### src/rtl/heap_sift_pkg.sv
package heap_sift_pkg;

    typedef enum logic [3:0] {
        S_IDLE,
        S_DN_WU1,
        S_DN_WU2,
        S_DN_CMP,
        S_DN_WB1,
        S_DN_WB2,
        S_UP_WU1,
        S_UP_WU2,
        S_UP_CMP,
        S_UP_WB1,
        S_UP_WB2,
        S_DONE
    } sift_state_e;

endpackage

### src/rtl/heap_idx_calc.sv
module heap_idx_calc #(
    parameter int IDXW = 8,
    parameter int LOGK = 2
) (
    input  logic [IDXW-1:0]      node,
    output logic [IDXW-LOGK-1:0] row,
    output logic [LOGK-1:0]      slot,
    output logic                 is_root
);

    logic [IDXW-1:0] offs;

    // node i>0 sits in row (i-1)/K at slot (i-1)%K
    assign offs    = node - IDXW'(1);
    assign row     = offs[IDXW-1:LOGK];
    assign slot    = offs[LOGK-1:0];
    assign is_root = (node == '0);

endmodule

### src/rtl/heap_min_select.sv
module heap_min_select #(
    parameter int K    = 4,
    parameter int EW   = 18,
    parameter int KEYW = 12,
    localparam int LOGK = $clog2(K)
) (
    input  logic [K*EW-1:0] row_data,
    input  logic [K-1:0]    valid,
    output logic [LOGK-1:0] best_slot,
    output logic [EW-1:0]   best_entry
);

    logic          found;
    logic [EW-1:0] cand;

    // linear scan, strict less keeps the lowest slot on ties
    always_comb begin
        best_slot  = '0;
        best_entry = row_data[EW-1:0];
        found      = 1'b0;
        cand       = '0;
        for (int j = 0; j < K; j++) begin
            cand = row_data[j*EW +: EW];
            if (valid[j] && (!found || (cand[EW-1 -: KEYW] < best_entry[EW-1 -: KEYW]))) begin
                best_slot  = LOGK'(j);
                best_entry = cand;
                found      = 1'b1;
            end
        end
    end

endmodule

### src/rtl/heap_sift.sv
module heap_sift #(
    parameter int K    = 4,
    parameter int IDXW = 8,
    parameter int CPW  = 4,
    parameter int NPW  = 8,
    parameter int IDW  = 6,
    localparam int EW   = CPW + NPW + IDW,
    localparam int LOGK = $clog2(K),
    localparam int ROWW = IDXW - LOGK
) (
    input  logic              clk,
    input  logic              rst_n,
    input  logic              start,
    input  logic              start_up,
    input  logic [IDXW-1:0]   start_idx,
    input  logic [IDXW:0]     heap_size,
    output logic              done,
    input  logic [EW-1:0]     root_q,
    output logic              root_we,
    output logic [EW-1:0]     root_wd,
    output logic              mem_rd_en,
    output logic [ROWW-1:0]   mem_rd_addr,
    input  logic [K*EW-1:0]   mem_rd_data,
    output logic              mem_wr_en,
    output logic [ROWW-1:0]   mem_wr_addr,
    output logic [K*EW-1:0]   mem_wr_data,
    output logic [K-1:0]      mem_wr_mask
);

    import heap_sift_pkg::*;

    localparam int KEYW = CPW + NPW;
    localparam int CW   = IDXW + LOGK + 1;

    sift_state_e state_q, state_d;

    logic [IDXW-1:0] cur_q;
    logic [EW-1:0]   hold_q;
    logic [EW-1:0]   swap_q;
    logic [LOGK-1:0] slot_q;
    logic [IDXW:0]   size_q;

    logic [ROWW-1:0] row_cur, row_par;
    logic [LOGK-1:0] slot_cur, slot_par;
    logic            root_cur, root_par;

    logic [CW-1:0]   first_child;
    logic [K-1:0]    kid_ok;
    logic [LOGK-1:0] min_slot;
    logic [EW-1:0]   min_entry;
    logic [EW-1:0]   cur_rd, par_rd, up_par;
    logic [EW-1:0]   wb_data;
    logic            wb_active;

    function automatic logic key_less(input logic [EW-1:0] a, input logic [EW-1:0] b);
        return a[EW-1 -: KEYW] < b[EW-1 -: KEYW];
    endfunction

    heap_idx_calc #(.IDXW(IDXW), .LOGK(LOGK)) u_idx_cur (
        .node    (cur_q),
        .row     (row_cur),
        .slot    (slot_cur),
        .is_root (root_cur)
    );

    heap_idx_calc #(.IDXW(IDXW), .LOGK(LOGK)) u_idx_par (
        .node    (IDXW'(row_cur)),
        .row     (row_par),
        .slot    (slot_par),
        .is_root (root_par)
    );

    assign first_child = {1'b0, cur_q, {LOGK{1'b0}}} + CW'(1);

    generate
        for (genvar j = 0; j < K; j++) begin : g_kid
            assign kid_ok[j] = (first_child + CW'(j)) < CW'(size_q);
        end
    endgenerate

    heap_min_select #(.K(K), .EW(EW), .KEYW(KEYW)) u_min (
        .row_data   (mem_rd_data),
        .valid      (kid_ok),
        .best_slot  (min_slot),
        .best_entry (min_entry)
    );

    assign cur_rd = mem_rd_data[slot_cur*EW +: EW];
    assign par_rd = mem_rd_data[slot_par*EW +: EW];
    assign up_par = root_par ? root_q : par_rd;

    // state register
    always_ff @(posedge clk or negedge rst_n) begin
        if (!rst_n) state_q <= S_IDLE;
        else        state_q <= state_d;
    end

    // transitions
    always_comb begin
        state_d = state_q;
        unique case (state_q)
            S_IDLE:   if (start) state_d = start_up ? S_UP_WU1 : S_DN_WU1;
            S_DN_WU1: state_d = S_DN_WU2;
            S_DN_WU2: state_d = kid_ok[0] ? S_DN_CMP : S_DONE;
            S_DN_CMP: state_d = key_less(min_entry, hold_q) ? S_DN_WB1 : S_DONE;
            S_DN_WB1: state_d = S_DN_WB2;
            S_DN_WB2: state_d = kid_ok[0] ? S_DN_CMP : S_DONE;
            S_UP_WU1: state_d = S_UP_WU2;
            S_UP_WU2: state_d = root_cur ? S_DONE : S_UP_CMP;
            S_UP_CMP: state_d = key_less(hold_q, up_par) ? S_UP_WB1 : S_DONE;
            S_UP_WB1: state_d = S_UP_WB2;
            S_UP_WB2: state_d = root_cur ? S_DONE : S_UP_CMP;
            S_DONE:   state_d = S_IDLE;
            default:  state_d = S_IDLE;
        endcase
    end

    // walk registers
    always_ff @(posedge clk or negedge rst_n) begin
        if (!rst_n) begin
            cur_q  <= '0;
            hold_q <= '0;
            swap_q <= '0;
            slot_q <= '0;
            size_q <= '0;
        end else begin
            unique case (state_q)
                S_IDLE: if (start) begin
                    cur_q  <= start_idx;
                    size_q <= heap_size;
                end
                S_DN_WU2: hold_q <= root_cur ? root_q : cur_rd;
                S_DN_CMP: begin
                    swap_q <= min_entry;
                    slot_q <= min_slot;
                end
                S_DN_WB1: cur_q  <= first_child[IDXW-1:0] + IDXW'(slot_q);
                S_UP_WU2: hold_q <= cur_rd;
                S_UP_CMP: swap_q <= up_par;
                S_UP_WB1: cur_q  <= IDXW'(row_cur);
                default: ;
            endcase
        end
    end

    // memory and root ports
    always_comb begin
        mem_rd_en   = 1'b0;
        mem_rd_addr = '0;
        mem_wr_en   = 1'b0;
        mem_wr_addr = '0;
        mem_wr_data = '0;
        mem_wr_mask = '0;
        root_we     = 1'b0;
        root_wd     = '0;
        wb_active   = 1'b0;
        wb_data     = hold_q;
        unique case (state_q)
            S_DN_WU1, S_UP_WU1: if (!root_cur) begin
                mem_rd_en   = 1'b1;
                mem_rd_addr = row_cur;
            end
            S_DN_WU2: if (kid_ok[0]) begin
                mem_rd_en   = 1'b1;
                mem_rd_addr = cur_q[ROWW-1:0];
            end
            S_DN_WB2: begin
                wb_active = 1'b1;
                if (kid_ok[0]) begin
                    mem_rd_en   = 1'b1;
                    mem_rd_addr = cur_q[ROWW-1:0];
                end
            end
            S_UP_WU2: if (!root_cur && !root_par) begin
                mem_rd_en   = 1'b1;
                mem_rd_addr = row_par;
            end
            S_UP_WB2: begin
                wb_active = 1'b1;
                if (!root_cur && !root_par) begin
                    mem_rd_en   = 1'b1;
                    mem_rd_addr = row_par;
                end
            end
            S_DN_WB1, S_UP_WB1: begin
                wb_active = 1'b1;
                wb_data   = swap_q;
            end
            default: ;
        endcase
        if (wb_active) begin
            if (root_cur) begin
                root_we = 1'b1;
                root_wd = wb_data;
            end else begin
                mem_wr_en   = 1'b1;
                mem_wr_addr = row_cur;
                mem_wr_mask = K'(1) << slot_cur;
                mem_wr_data = {K{wb_data}};
            end
        end
    end

    assign done = (state_q == S_DONE);

endmodule

### config.mk
export PLATFORM = sky130hd
export DESIGN_NAME = heap_sift
export DESIGN_NICKNAME = d
export VERILOG_FILES = /design/src/rtl/heap_sift_pkg.sv /design/src/rtl/heap_idx_calc.sv /design/src/rtl/heap_min_select.sv /design/src/rtl/heap_sift.sv
export SDC_FILE = /design/constraint.sdc
export NUM_CORES = 1
export LEC_CHECK = 0
export ABC_CLOCK_PERIOD_IN_PS = 25300
export BUFFER_PORTS_ARGS = -buffer_cell sky130_fd_sc_hd__buf_2
export CAP_MARGIN = 40
export CORE_MARGIN = 2
export CORE_UTILIZATION = 59
export DETAILED_ROUTE_END_ITERATION = 6
export PLACE_DENSITY_LB_ADDON = 0.2
export SETUP_SLACK_MARGIN = 0.3
export SLEW_MARGIN = 10
export SYNTH_ARGS = -nofsm -noshare
export SYNTH_HDL_FRONTEND = slang
export SYNTH_SLANG_ARGS = --single-unit
export TNS_END_PERCENT = 20
### constraint.sdc
create_clock -name clk -period 25.3 [get_ports clk]
set_clock_uncertainty 0.05 [all_clocks]
set_input_delay 1.265 -clock clk [delete_from_list [all_inputs] [get_ports clk]]
set_output_delay 1.265 -clock clk [all_outputs]
set_load 0.05 [all_outputs]
==> flow_metrics.env <==
export IMPL_status="completed"
export IMPL_syn_to_final_growth_pct=15.0
export IMPL_io_buffer_count=220
export IMPL_syn_area_mm2=0.00794
export IMPL_rows=42
export IMPL_wire_per_inst_um=19.5
export IMPL_syn_num_nets=1077
export IMPL_first_pass_iters=5
export IMPL_final_net_count=1221
export IMPL_ys_flop_type="dfrtp_1"
export IMPL_fillCellCount=1100
export IMPL_synth_seq_area_share=0.186
export IMPL_synth_seq_cells=59
export IMPL_die_x_um=120
export IMPL_synth_warnings=0
export IMPL_cts_sinks=59
export IMPL_die_y_um=120
export IMPL_synth_most_common_cell="nor2_1"
export IMPL_hpwl_um=18300
export IMPL_cts_tree="built"
export IMPL_cp_max_fo=22
export IMPL_drt_wl_total_um=23700
export IMPL_htree_levels=3
export IMPL_fmax_mhz=103
export IMPL_cts_made_buffers=9
export IMPL_slowest_stage="and2_1"
export IMPL_ys_top_cells_by_area="dfrtp_1 19%, ha_1 12%, mux2i_1 10%"
export IMPL_slew_headroom=0.333
export IMPL_die_area_mm2=0.0144
export IMPL_grt_usage=0.329
export IMPL_ys_async_sr_fraction=1.00
export IMPL_grt_pass1_wl_um=37100
export IMPL_gr_total_overflow=0
export IMPL_grt_max_degree=60
export IMPL_netlist_cell_type_count=72
export IMPL_clk_pin_slew_ns=0.05
export IMPL_critical_path_endpoint_type="flop"
export IMPL_post_route_period_util=0.384
export IMPL_synth_cells=890
export IMPL_required_ns=25.48
export IMPL_cts_buffer_depth=2
export IMPL_finalSetupViolations=0
export IMPL_ios=221
export IMPL_worst_pin_slew_ns=0.997
export IMPL_vias=7587
export IMPL_post_cts_buffers=0
export IMPL_synth_area_per_cell_um2=8.92
export IMPL_cpPeakStageDelay_ns=0.53
export IMPL_ant_nets=0
export IMPL_clock_latency_ns=0.34
export IMPL_core_area_mm2=0.0132
export IMPL_synth_edf_count=0
export IMPL_via_per_inst=6.24
export IMPL_cp_common_cell="ha_1"
export IMPL_synth_top_cell_area_share=0.186
export IMPL_grt_pass1_vias=7089
export IMPL_synthTopCellsByCount="99 x nor2_1, 83 x mux2i_1, 76 x ha_1"
export IMPL_drv_cap=0
export IMPL_drive_gt1_frac=0.321
export IMPL_gp_congestion=0.949
export IMPL_worstHoldPathType="reg -> reg"
export IMPL_tns_ns=0
export IMPL_cts_hold_buf=0
export IMPL_drt_iter0_markers=535
export IMPL_cts_root_buffer="clkbuf_16"
export IMPL_yosys_area_top_type="dfrtp_1"
export IMPL_path_class="in -> reg"
export IMPL_start_util=0.602
export IMPL_finalHoldViolCount=0
export IMPL_startpoint_type="primary input"
export IMPL_arrival_ns=9.91
export IMPL_ctsResizeCount=0
export IMPL_drcViolationCount=0
export IMPL_grt_antenna_before_repair=0
export IMPL_rsz0062_at_grt="no"
export IMPL_min_period_ns=9.72
export IMPL_slew_viol_final=0
==> layout by cell type, fill, tap and decap left out, types with 14 or more instances in the layout <==
cell type	Yosys	final
a21oi_1	47	47
a221o_1	23	23
mux2i_1	83	83
o21ai_0	35	34
mux2_2	22	22
nand2_1	44	44
mux4_2	36	36
ha_1	76	76
nor2b_1	16	16
buf_2	7	221
nand3_1	15	15
nor2_1	99	99
dfrtp_1	59	59
xnor2_1	15	14
inv_1	66	66
==> through the flow <==
| step | cell area (um^2) | cells | worst slack, ns | util | hold slack (ns) |
|---|---|---|---|---|---|
| final | 9130 | 1216 | 15.58 | 0.692 | 0.461 |
| after global routing | 9120 | 1215 | 15.12 | 0.692 | 0.468 |
| after CTS | 9120 | 1214 | 15.31 | 0.691 | 0.464 |
| after detailed placement | 8790 | 1198 | 14.98 | 0.666 | 0.452 |
| after global placement | 8740 | 1195 | 15.27 | 0.663 | 0.439 |
| after floorplan | 7940 | 890 | 16.19 | - | 0.429 |
==> routing by layer <==
metal	part of all wire	track usage	up-vias
li1	-	-	3509
met1	0.40	0.425	3597
met2	0.47	0.539	417
met3	0.095	0.0627	64
met4	0.030	0.136	0
met5	0	0	-
==> worst paths after layout <==
check                                       from                     end  slack (ns)  cells past startpoint
setup / recovery                 mem_rd_data[17]  state_q[2]$_DFFE_PN0P_       15.58                     37
hold / removal             size_q[4]$_DFFE_PN0P_   size_q[4]$_DFFE_PN0P_        0.46                      1
setup reg to reg            cur_q[0]$_DFFE_PN0P_  state_q[2]$_DFFE_PN0P_       15.69                     35
hold reg to reg            size_q[4]$_DFFE_PN0P_   size_q[4]$_DFFE_PN0P_        0.46                      1
max in group asynchronous                  rst_n    cur_q[7]$_DFFE_PN0P_       23.62                      2
min in group asynchronous                  rst_n   size_q[3]$_DFFE_PN0P_        1.03                      2
==> layout make-up <==
class,instances,area [um^2],area share
multi-input combinational,661,5610,0.614
timing repair buffer,235,1240,0.135
antenna,1,2.50,0.000274
sequential,59,1480,0.162
clock buffer,11,253,0.0277
tap,176,220,0.0241
inverter,68,255,0.0280
clock inverter,5,75.1,0.00823
==> kinds of logic after synthesis <==
| group | after synthesis | synth area share |
|---|---|---|
| compound gates | 180 | 0.167 |
| flops | 59 | 0.186 |
| fa+ha+maj | 76 | 0.120 |
| xor+xnor | 24 | 0.0265 |
| simple gates | 231 | 0.140 |
| buf+inv | 170 | 0.110 |
| mux | 150 | 0.251 |
==> state kept, by name, summed over array words and instances (netlist names) <==
register / cells
slot_q: 2
size_q: 9
cur_q: 8
hold_q: 18
state_q: 4
swap_q: 18
==> critical path: cells and delay by family <==
family                   cells  cell delay [ns]
AO/OA/AOI/OAI               14             2.82
adder cells (fa/ha/maj)      4             1.22
buffers and inverters        6             1.11
AND/OR/NAND/NOR              9             2.09
multiplexers                 4             1.38
Power is left out: the tool's default activity adds up to more than one toggle a clock period on the data nets, which glitch-free logic cannot reach.
